==> src/rtl/chain_accum.sv <==
module chain_accum #(
  parameter int W        = 64,
  parameter int PW       = 44,
  parameter int RND_EXP  = 8,
  parameter int IN_REG   = 1,
  parameter int PIPE_REG = 1,
  parameter bit DUAL     = 0
) (
  input  logic                 clk,
  input  logic                 rst_n,
  input  logic signed [PW-1:0] prod_sum,
  input  logic [W-1:0]         chain_in,
  input  logic                 negate,
  input  logic                 accumulate,
  input  logic                 loadconst,
  output logic [W-1:0]         result,
  output logic [W-1:0]         chain_out
);
  localparam int STG = IN_REG + PIPE_REG;
  localparam int VW  = 3 + W + PW;
  localparam logic [W-1:0] RND = {{(W-1){1'b0}}, 1'b1} << RND_EXP;

  logic [VW-1:0] vin, vd;
  assign vin = {negate, accumulate, loadconst, chain_in, prod_sum};

  generate
    if (STG == 0) begin : g_nodly
      assign vd = vin;
    end else begin : g_dly
      logic [VW-1:0] sr [STG];
      always_ff @(posedge clk) begin
        if (!rst_n) begin
          for (int i = 0; i < STG; i++) sr[i] <= '0;
        end else begin
          sr[0] <= vin;
          for (int i = 1; i < STG; i++) sr[i] <= sr[i-1];
        end
      end
      assign vd = sr[STG-1];
    end
  endgenerate

  logic          neg_d, acc_d, ld_d;
  logic [W-1:0]  chain_d, ps_ext, addend, fb_src, fb;
  logic [PW-1:0] ps_d;

  assign neg_d   = vd[VW-1];
  assign acc_d   = vd[VW-2];
  assign ld_d    = vd[VW-3];
  assign chain_d = vd[W+PW-1:PW];
  assign ps_d    = vd[PW-1:0];
  assign ps_ext  = {{(W-PW){ps_d[PW-1]}}, ps_d};
  assign addend  = neg_d ? (~ps_ext + 1'b1) : ps_ext;
  assign fb      = ld_d ? RND : (acc_d ? fb_src : '0);

  always_ff @(posedge clk) begin
    if (!rst_n) result <= '0;
    else        result <= chain_d + addend + fb;
  end

  assign chain_out = result;

  generate
    if (DUAL) begin : g_dual
      logic [W-1:0] dbl_q;
      always_ff @(posedge clk) begin
        if (!rst_n) dbl_q <= '0;
        else        dbl_q <= result;
      end
      assign fb_src = dbl_q;

      p_two_back_r7: assert property (@(posedge clk) disable iff (!rst_n)
        (acc_d && !ld_d && chain_d == '0 && ps_d == '0) |=> result == $past(dbl_q))
        else $error("feedback not taken from two cycles back");
    end else begin : g_single
      assign fb_src = result;

      p_hold_r4: assert property (@(posedge clk) disable iff (!rst_n)
        (acc_d && !ld_d && chain_d == '0 && ps_d == '0) |=> $stable(result))
        else $error("accumulated value drifted with zero input");
    end
  endgenerate

  p_reset_r1: assert property (@(posedge clk) !rst_n |=> result == '0)
    else $error("result not cleared by reset");

  p_excl_r6: assert property (@(posedge clk) disable iff (!rst_n)
    !(loadconst && accumulate))
    else $error("loadconst and accumulate both high");

  p_round_r6: assert property (@(posedge clk) disable iff (!rst_n)
    (ld_d && chain_d == '0 && ps_d == '0) |=> result == RND)
    else $error("rounding constant not loaded");

  p_clear_r5: assert property (@(posedge clk) disable iff (!rst_n)
    (!acc_d && !ld_d && chain_d == '0 && ps_d == '0) |=> result == '0)
    else $error("state leaked while accumulate low");
endmodule

==> config.mk <==
export PLATFORM = sky130hd
export DESIGN_NAME = chain_accum
export DESIGN_NICKNAME = d
export VERILOG_FILES = /design/src/rtl/chain_accum.sv
export SDC_FILE = /design/constraint.sdc
export NUM_CORES = 1
export LEC_CHECK = 0
export CAP_MARGIN = 25
export CORE_ASPECT_RATIO = 0.8
export CORE_MARGIN = 2
export CORE_UTILIZATION = 30
export DETAILED_ROUTE_END_ITERATION = 8
export PLACE_DENSITY_LB_ADDON = 0.1
export RECOVER_POWER = 100
export SETUP_SLACK_MARGIN = 0.1
export SYNTH_ARGS = -nofsm -noshare
export SYNTH_HDL_FRONTEND = slang
export SYNTH_SLANG_ARGS = --single-unit
==> constraint.sdc <==
create_clock -name clk -period 8.6 [get_ports clk]
set_clock_uncertainty 0.05 [all_clocks]
set_input_delay 1.72 -clock clk [delete_from_list [all_inputs] [get_ports clk]]
set_output_delay 1.72 -clock clk [all_outputs]
set_load 0.05 [all_outputs]
==> flow_results.org, run 1 <==
** Yosys
- Yosys warning total :: 0
- Of the total synthesized cell area, the portion taken by XOR and XNOR cells is 0.0523.
- Syn_area_per_cell :: 8.89 um2
- Post-Synthesis Cells :: 1696
- Register area share after synthesis :: 0.380
- Synthesis inferred 286 register bits.
- Yosys mapped a number of flops with a built-in enable equal to 0.
- Area share of and/or/nand/nor cells after synthesis :: 0.208
- Counting distinct cell types in the post-synthesis netlist gives 63.
- For this run, the leading register cell type out of synthesis is sky130_fd_sc_hd__dfxtp_1.
- Fraction of synthesized area in multiplexers :: 0.0125
- Summing every instance area after synthesis gives 15100 um2.
- After synthesis, the largest family of logic cells by area is simple AND/OR/NAND/NOR gates.
- Synthesis produced a netlist with a net count of 1936.
- In the synthesized netlist the async set-or-reset flop fraction comes to 0.
- The compound-cell area share of the yosys netlist is 0.113.
- Of the total synthesized cell area, the portion taken by full adders, half adders and majority gates is 0.137.

** Die
- Io pins :: 241
- Die Span X :: 255 um
- Die height :: 204 um
- Die area :: 52100 um2
- In this run the standard cell core region covers 49700 um2.
- Number of placement rows :: 73
- For this configuration, the core starts out at a cell density of 0.303.

** Critical path
- Required time of the critical path :: 8960 ps
- The worst setup path is of the reg2reg kind.
- STA classifies the critical path endpoint as a register.
- Data arrival time at the worst-slack endpoint :: 6810 ps
- Worst stage delay on the critical path :: 1980 ps
- The worst setup path is launched from a register.
- CP max FO :: 33
- CP max-delay cell :: sky130_fd_sc_hd__nor2b_1
- Traced cell by cell, the critical path runs through nor2b_1, buf_4, nand2_1, fa_1, inv_1, ha_1, nand2_1, nor3_1, nand3_1, o21ai_0, a21oi_1, a21oi_1, a31oi_1, o21ai_0, mux2_4.

** Drt
- Dividing the detail-routed via count by the number of cells gives 4.44.
- DRC marker count from the first detailed-route iteration :: 486
- Drc violations :: 0
- The final route contains 11300 vias.
- Detail Route Antenna Nets :: 0
- Wires add up to 40000 um.
- Routed length per placed instance :: 15.7 um
- Pre-Repair DR Iteration Count :: 4

** STA
- Final Hold Violating Endpoints :: 0
- Worst hold slack after final layout :: 381 ps
- Sum of negative setup slack :: 0 ps
- The number of max-slew violations in the final report is 137.
- Dividing the final minimum period by the clock period gives 0.750.
- In this run the tightest slew margin relative to its limit is -1.11.
- Setup-failing EPs final :: 0
- Subtracting the final worst setup slack from the clock period gives 6450 ps.
- Setup repair after global routing missed its margin :: no
- At the pin with the least slew margin, the transition time is 3170 ps.
- Fmax :: 155 MHz

** Power and ir drop
- IR analysis of the VDD net gives a maximum drop of 0.113 mV.
- Power per Cell Area :: 202 nW/um2
- Leak pwr :: 8.23 nW

** CTS
- The H-tree generated during clock tree synthesis spans 2 levels.
- Once the clock tree was built, the resizer swapped 0 gates to a different size.
- Counting the buffers created by CTS gives 34.
- Worst-skew pair later-pin latency :: 520 ps
- Buffers added to address setup during post-CTS repair amount to 0.
- TritonCTS built the clock tree.
- After clock tree synthesis, the clock-pin slew on the worst setup and hold paths is 60 ps.
- In this run the clock root is driven by a sky130_fd_sc_hd__clkbuf_16.
- Buffers inserted to repair hold after CTS numbered 0.
- The clock passes through at most 3 buffers.
- Clock net sink count :: 286

** Placed design
- Quantity of I/O buffers inserted on ports :: 240
- At the end of routability-driven placement, the weighted congestion stood at 0.843.
- Dpl hpwl :: 30700 um

** Global route
- Number of antenna violations at the first check in global routing :: 0
- Vias in the first global route :: 11500
- Global routing finished with a remaining overflow of 0.
- Total Routing Usage GR :: 0.155
- Pin count of the biggest net entering global routing :: 145
- Wire length of the first global-routing pass :: 63600 um

** Layout
- Of the cells placed in the final design, the portion with a size suffix greater than 1 is 0.0413.
- The number of antenna diodes in the final layout is 0.
- The area growth from synthesis to layout is 24.8%.
- Final nets :: 2084

** Worst hold path
- The worst hold path belongs to the class reg2reg.

** Run
- The tool flagged a number of max-cap violations equal to 2.

** Outcome
- The checks that failed: max-capacitance violations, max-slew violations.
- The run finished, with violations left.
## cells by family (layout without fill, tap and decap cells)
family	after synthesis	count (layout)
adders and majority gates	127	127
DFF	286	286
muxes	17	17
AOI/OAI and AO/OA	268	268
xor gates and xnor gates	90	90
buffers and inverters	327	497
and+or+nand+nor	581	581
## cell usage after synthesis, types with 18 or more instances
cell type	number	area, um2
sky130_fd_sc_hd__a21o_1	25	188
sky130_fd_sc_hd__a21oi_1	90	450
sky130_fd_sc_hd__and2_1	237	1480
sky130_fd_sc_hd__buf_4	64	480
sky130_fd_sc_hd__clkbuf_1	71	267
sky130_fd_sc_hd__dfxtp_1	286	5730
sky130_fd_sc_hd__fa_1	64	1280
sky130_fd_sc_hd__ha_1	63	788
sky130_fd_sc_hd__inv_1	190	713
sky130_fd_sc_hd__nand2_1	136	510
sky130_fd_sc_hd__nand3_1	22	110
sky130_fd_sc_hd__nand4_1	18	113
sky130_fd_sc_hd__nor2_1	84	315
sky130_fd_sc_hd__nor3_1	20	100
sky130_fd_sc_hd__o21ai_0	52	260
sky130_fd_sc_hd__o21bai_1	20	150
sky130_fd_sc_hd__xnor2_1	37	324
sky130_fd_sc_hd__xor2_1	53	464
## report_power, final
part / total, mW / switching, mW / internal [mW]
Combinational: 0.800 / 0.519 / 0.281
Sequential: 1.46 / 0.0571 / 1.41
Clock: 1.53 / 0.569 / 0.960
Total: 3.79 / 1.15 / 2.65
## state kept, by name (all words and copies together), names as in the netlist
name       flops
chain_out     64
g_dly.sr     222
## final cells by class
cell class / instances / area [um2]
inverters: 192 / 721
repair buffers: 247 / 2460
clock inverters: 12 / 224
multi-input cells: 1083 / 7880
well taps: 675 / 845
fillers: 5146 / 30900
clock buffers: 46 / 957
flip-flops and latches: 286 / 5730
## cell usage in the layout (no fill, tap or decap), types with 4 or more instances in the layout
master	synthesis	routed
sky130_fd_sc_hd__clkdlybuf4s50_1	0	111
sky130_fd_sc_hd__buf_4	64	5
sky130_fd_sc_hd__nand4_1	18	18
sky130_fd_sc_hd__o21a_1	6	6
sky130_fd_sc_hd__mux2i_1	15	15
sky130_fd_sc_hd__bufinv_16	0	6
sky130_fd_sc_hd__or2_2	4	4
sky130_fd_sc_hd__clkbuf_1	71	8
sky130_fd_sc_hd__a41oi_1	4	4
sky130_fd_sc_hd__nand2_1	136	136
sky130_fd_sc_hd__nor2_1	84	84
sky130_fd_sc_hd__dfxtp_1	286	286
sky130_fd_sc_hd__a211oi_1	8	8
sky130_fd_sc_hd__clkbuf_8	0	4
sky130_fd_sc_hd__nor3_1	20	20
sky130_fd_sc_hd__clkbuf_16	0	35
sky130_fd_sc_hd__o41ai_1	6	6
sky130_fd_sc_hd__clkinvlp_4	0	4
sky130_fd_sc_hd__o31ai_1	17	17
sky130_fd_sc_hd__and3_1	9	9
sky130_fd_sc_hd__a21o_1	25	25
sky130_fd_sc_hd__dlygate4sd3_1	0	128
sky130_fd_sc_hd__xor2_1	53	53
sky130_fd_sc_hd__o21bai_1	20	20
sky130_fd_sc_hd__inv_1	190	190
sky130_fd_sc_hd__xnor2_1	37	37
sky130_fd_sc_hd__a31oi_1	11	11
sky130_fd_sc_hd__a21oi_1	90	90
sky130_fd_sc_hd__nor4_1	6	6
sky130_fd_sc_hd__and2_0	1	93
sky130_fd_sc_hd__nor2b_1	6	6
sky130_fd_sc_hd__fa_1	64	64
sky130_fd_sc_hd__a21boi_0	4	4
sky130_fd_sc_hd__and2_1	237	145
sky130_fd_sc_hd__nand3_1	22	22
sky130_fd_sc_hd__ha_1	63	63
sky130_fd_sc_hd__or3_1	7	7
sky130_fd_sc_hd__o21ai_0	52	52
sky130_fd_sc_hd__nand2b_1	14	14
## worst max-delay path, delay by kind of cell (launching register included)
family                     cells  cell delay (ps)
AOI/OAI and AO/OA              5             1370
DFF                            1              320
adders and majority gates      2              920
buffers and inverters          2              700
muxes                          1              320
and+or+nand+nor                5             2640
## path summary, 6_finish.rpt
path | from | end | slack (ps) | cells after the start
setup / recovery | g_dly.sr[0][220] | chain_out[63] | 2150 | 15
hold reg to reg | g_dly.sr[0][98] | g_dly.sr[0][209] | 380 | 1
hold / removal | g_dly.sr[0][98] | g_dly.sr[0][209] | 380 | 1
setup reg to reg | g_dly.sr[0][220] | chain_out[63] | 2150 | 15
## through the flow
step | setup WS, ps | instances | util | instance area (um2) | power [mW]
after global routing | 1440 | 2541 | 0.379 | 18800 | 3.98
after CTS | 2540 | 2541 | 0.379 | 18800 | 3.89
after floorplan | 3640 | 1696 | - | 15100 | 2.07
after global placement | 2640 | 2482 | 0.355 | 17600 | 2.33
after detailed placement | 2550 | 2483 | 0.355 | 17600 | 2.33
final | 2150 | 2541 | 0.379 | 18800 | 3.79
## per-layer routing
metal  vias to the layer above  track usage  routed length [um]
met3                        56       0.0246                1700
met4                         0       0.0351                 737
met1                      5310        0.236               21200
li1                       5696            -                   -
met2                       213        0.226               16300
met5                         -            0                   0
Note: power is estimated with default switching activity, not from simulation.
==> run 2, diff against run 1 <==
==> constraint.sdc (replaced) <==
create_clock -name clk -period 5.5 [get_ports clk]
set_clock_uncertainty 0.05 [all_clocks]
set_input_delay 1.1 -clock clk [delete_from_list [all_inputs] [get_ports clk]]
set_output_delay 1.1 -clock clk [all_outputs]
set_load 0.05 [all_outputs]
==> run 2 against run 1 <==
The flow still finishes with violations (max-capacitance violations, max-slew violations). First-iteration DRC count increased by 11%. Critical path type unchanged. Register-to-register slack got worse by 1800 ps. Core utilization grew 0.62 points. Critical path depth rose by 7. Power rose by 54%. Routed wire length is 2.6% higher. Final cell count grew 1.1%. Clock power is 48% higher. Largest power group is now registers. Final area rose by 1.6%.
==> flow_results.org, run 2 (same netlist as run 1, synthesis figures left out) <==
** Outcome
- The run finished, with violations left.
- The checks that failed: max-capacitance violations, max-slew violations.

** Global route
- Across every metal layer, demand over resource in global routing totals 0.157.
- Final global-route overflow total :: 0
- Number of antenna violations at the first check in global routing :: 0
- Entering global routing, the biggest net connects 105 pins.
- Vias in the first global route :: 11600
- Wire length of the first global-routing pass :: 64800 um

** Critical path
- Walking the worst path, the cells encountered are or4_4, or3_4, nor2_1, buf_4, nand3_2, nor4_2, buf_4, nand2_2, o31ai_4, xor2_1, fa_1, inv_1, ha_1, a21o_1, a21oi_2, o21bai_1, a2111o_1, a21oi_2, a21oi_4, a31oi_4, o21ai_2, mux2_1.
- For this design, the slowest cell found on the critical path is sky130_fd_sc_hd__or4_4.
- CP max FO :: 4
- Required time of the critical path :: 5920 ps
- The number of buffers and inverters on the critical path is 3.
- Cell depth of the worst flop-to-flop path :: 22
- In this run the critical register-to-register path is captured at chain_out[63].
- The critical path is of the reg2reg type.
- Top delay family on crit path :: compound AO/OA/AOI/OAI gates
- Crit start category :: register
- Worst setup slack for register-to-register paths :: 310 ps
- Worst stage delay on the critical path :: 570 ps
- The startpoint identified for the worst register-to-register timing path is g_dly.sr[0][114].
- Category of the worst setup path capture point :: register
- Data arrival time at the worst-slack endpoint :: 5610 ps

** Worst hold path
- Worst hold endpoint :: g_dly.sr[0][209]
- The min-delay analysis places its worst path in the category reg2reg.
- Along the worst hold path, the cell count comes to 1.
- The worst hold path begins at g_dly.sr[0][98].

** CTS
- Counting every sink on the clock net gives 286.
- Clock Root Buffer :: sky130_fd_sc_hd__clkbuf_16
- After clock tree synthesis, the clock-pin slew on the worst setup and hold paths is 60 ps.
- Clock tree synthesis inserted a total of 31 buffers.
- Total number of H-tree levels :: 1
- Number of buffers inserted for hold repair after clock tree synthesis :: 0
- No sink is reached through more buffers than the 3 on the longest clock path.
- Buffer count from post-CTS setup fixing :: 0
- Worst-skew pair later-pin latency :: 590 ps
- TritonCTS built the clock tree.

** Drt
- Vias per cell :: 4.47
- For this run, design rule violations remaining after detail routing come to 0.
- For this block, the via count after detailed routing is 11500.
- DRC marker count from the first detailed-route iteration :: 539
- Routed length per placed instance :: 16.0 um
- In this run the remaining antenna-violating nets after routing total 0.
- For this run, the detailed router's first-pass iteration total came to 7.
- Total wire length :: 41100 um

** STA
- Relative max-transition margin :: -0.814
- Final Hold Violating Endpoints :: 0
- Tightest Pin Transition :: 2720 ps
- Fmax :: 193 MHz
- Setup violations remaining at the end of the flow were counted as 0.
- Worst hold slack after final layout :: 381 ps
- Setup repair after global routing missed its margin :: yes
- Period Utilization, post-route :: 0.944
- Number of pins with negative max-slew slack in the final report :: 91
- Final worst path period need :: 5190 ps
- Sum of negative setup slack :: 0 ps

** Layout
- Top library cells by usage in the layout, fill and taps aside :: sky130_fd_sc_hd__dfxtp_1 (286), sky130_fd_sc_hd__inv_1 (191), sky130_fd_sc_hd__and2_1 (143)
- Synth-to-layout area growth :: 26.9%
- For this run, the post-layout net count is 2109.
- Layout cell share with drive strength beyond 1 :: 0.0714
- Ranked by flip-flop count, first place goes to g_dly.sr.
- Utilization after layout :: 0.385
- Largest register FFs :: 222
- The library cell used most frequently in the layout, excluding fill and tap cells, is sky130_fd_sc_hd__dfxtp_1.

** Die
- The initial utilization of the core area, before any placement, comes to 0.303.
- 241 I/O pins were placed.
- The floorplan step defined a die boundary enclosing 52100 um2.
- Die height :: 204 um
- Row generation in the floorplan step produced 73 rows.
- Die Span X :: 255 um
- Core outline area :: 49700 um2

** Power and ir drop
- Maximum ir drop on the vdd rail :: 0.241 mV
- Design Power :: 5.84 mW
- In this run the power density over the cells is 306 nW/um2.
- In this run the static leakage power is 8.37 nW.

** Placed design
- After legalization and detailed placement, the total HPWL measured 31700 um.
- Quantity of I/O buffers inserted on ports :: 240
- Routability-driven placement finished with a final weighted congestion of 0.863.

** Run
- The tool flagged a number of max-cap violations equal to 2.
==> run 2: cell count changes in the layout (fill, tap and decap cells not counted), sizes merged <==
cell	before	now
buf	7	31
diode	0	2
clkbuf	47	44
clkinvlp	4	2
clkinv	2	8
inv	192	193
==> run 2: repair_timing <==
item	4_1_cts	5_1_grt
pin swaps	0	7
endpoints found under the setup margin	4	27
gates resized for setup	6	40
==> run 2: stage by stage <==
step                instance area (um2)  setup WS, ps  std cells
floorplan                         15100           543       1696
global placement                  17800          83.0       2511
detailed placement                17800         -23.5       2511
CTS                               19000          73.1       2567
global route                      19100          30.6       2567
finish                            19100           307       2569
==> run 2: final cells by class <==
cell class	count	area [um2]
well taps	675	845
inverters	192	721
flip-flops and latches	286	5730
repair buffers	275	2650
clock buffers	39	856
diodes	2	5.00
multi-input cells	1083	8070
clock inverters	17	251
fillers	5133	30600
==> run 2: worst max path at each step <==
stage | from | to | slack [ps] | cells after the start
2_1_floorplan | g_dly.sr[0][116] | chain_out[63] | 540 | 20
3_3_place_gp | g_dly.sr[0][116] | chain_out[63] | 80 | 21
6_report | g_dly.sr[0][114] | chain_out[63] | 310 | 22
3_5_place_dp | g_dly.sr[0][116] | chain_out[63] | -20 | 22
4_1_cts | g_dly.sr[0][116] | chain_out[63] | 70 | 22
5_1_grt | g_dly.sr[0][114] | chain_out[60] | 30 | 22
==> run 2: layer usage <==
metal	track usage	share of wire	up-vias
met5	0	0	-
met4	0.0349	0.019	0
met3	0.0246	0.044	50
met2	0.231	0.41	219
met1	0.239	0.52	5460
li1	-	-	5742
==> run 2: worst reg2reg max path: stages, from the launching register on <==
cell,delay (ps)
sky130_fd_sc_hd__dfxtp_1,310
sky130_fd_sc_hd__or4_4,570
sky130_fd_sc_hd__or3_4,360
sky130_fd_sc_hd__nor2_1,100
sky130_fd_sc_hd__buf_4,170
sky130_fd_sc_hd__nand3_2,130
sky130_fd_sc_hd__nor4_2,220
sky130_fd_sc_hd__buf_4,160
sky130_fd_sc_hd__nand2_2,80
sky130_fd_sc_hd__o31ai_4,250
sky130_fd_sc_hd__xor2_1,110
sky130_fd_sc_hd__fa_1,490
sky130_fd_sc_hd__inv_1,40
sky130_fd_sc_hd__ha_1,300
sky130_fd_sc_hd__a21o_1,180
sky130_fd_sc_hd__a21oi_2,130
sky130_fd_sc_hd__o21bai_1,110
sky130_fd_sc_hd__a2111o_1,410
sky130_fd_sc_hd__a21oi_2,170
sky130_fd_sc_hd__a21oi_4,100
sky130_fd_sc_hd__a31oi_4,240
sky130_fd_sc_hd__o21ai_2,90
sky130_fd_sc_hd__mux2_1,320
==> run 2: report_power, final <==
group / internal [mW] / switching, mW
logic: 0.455 / 0.826
clock network: 1.38 / 0.890
registers: 2.20 / 0.0940
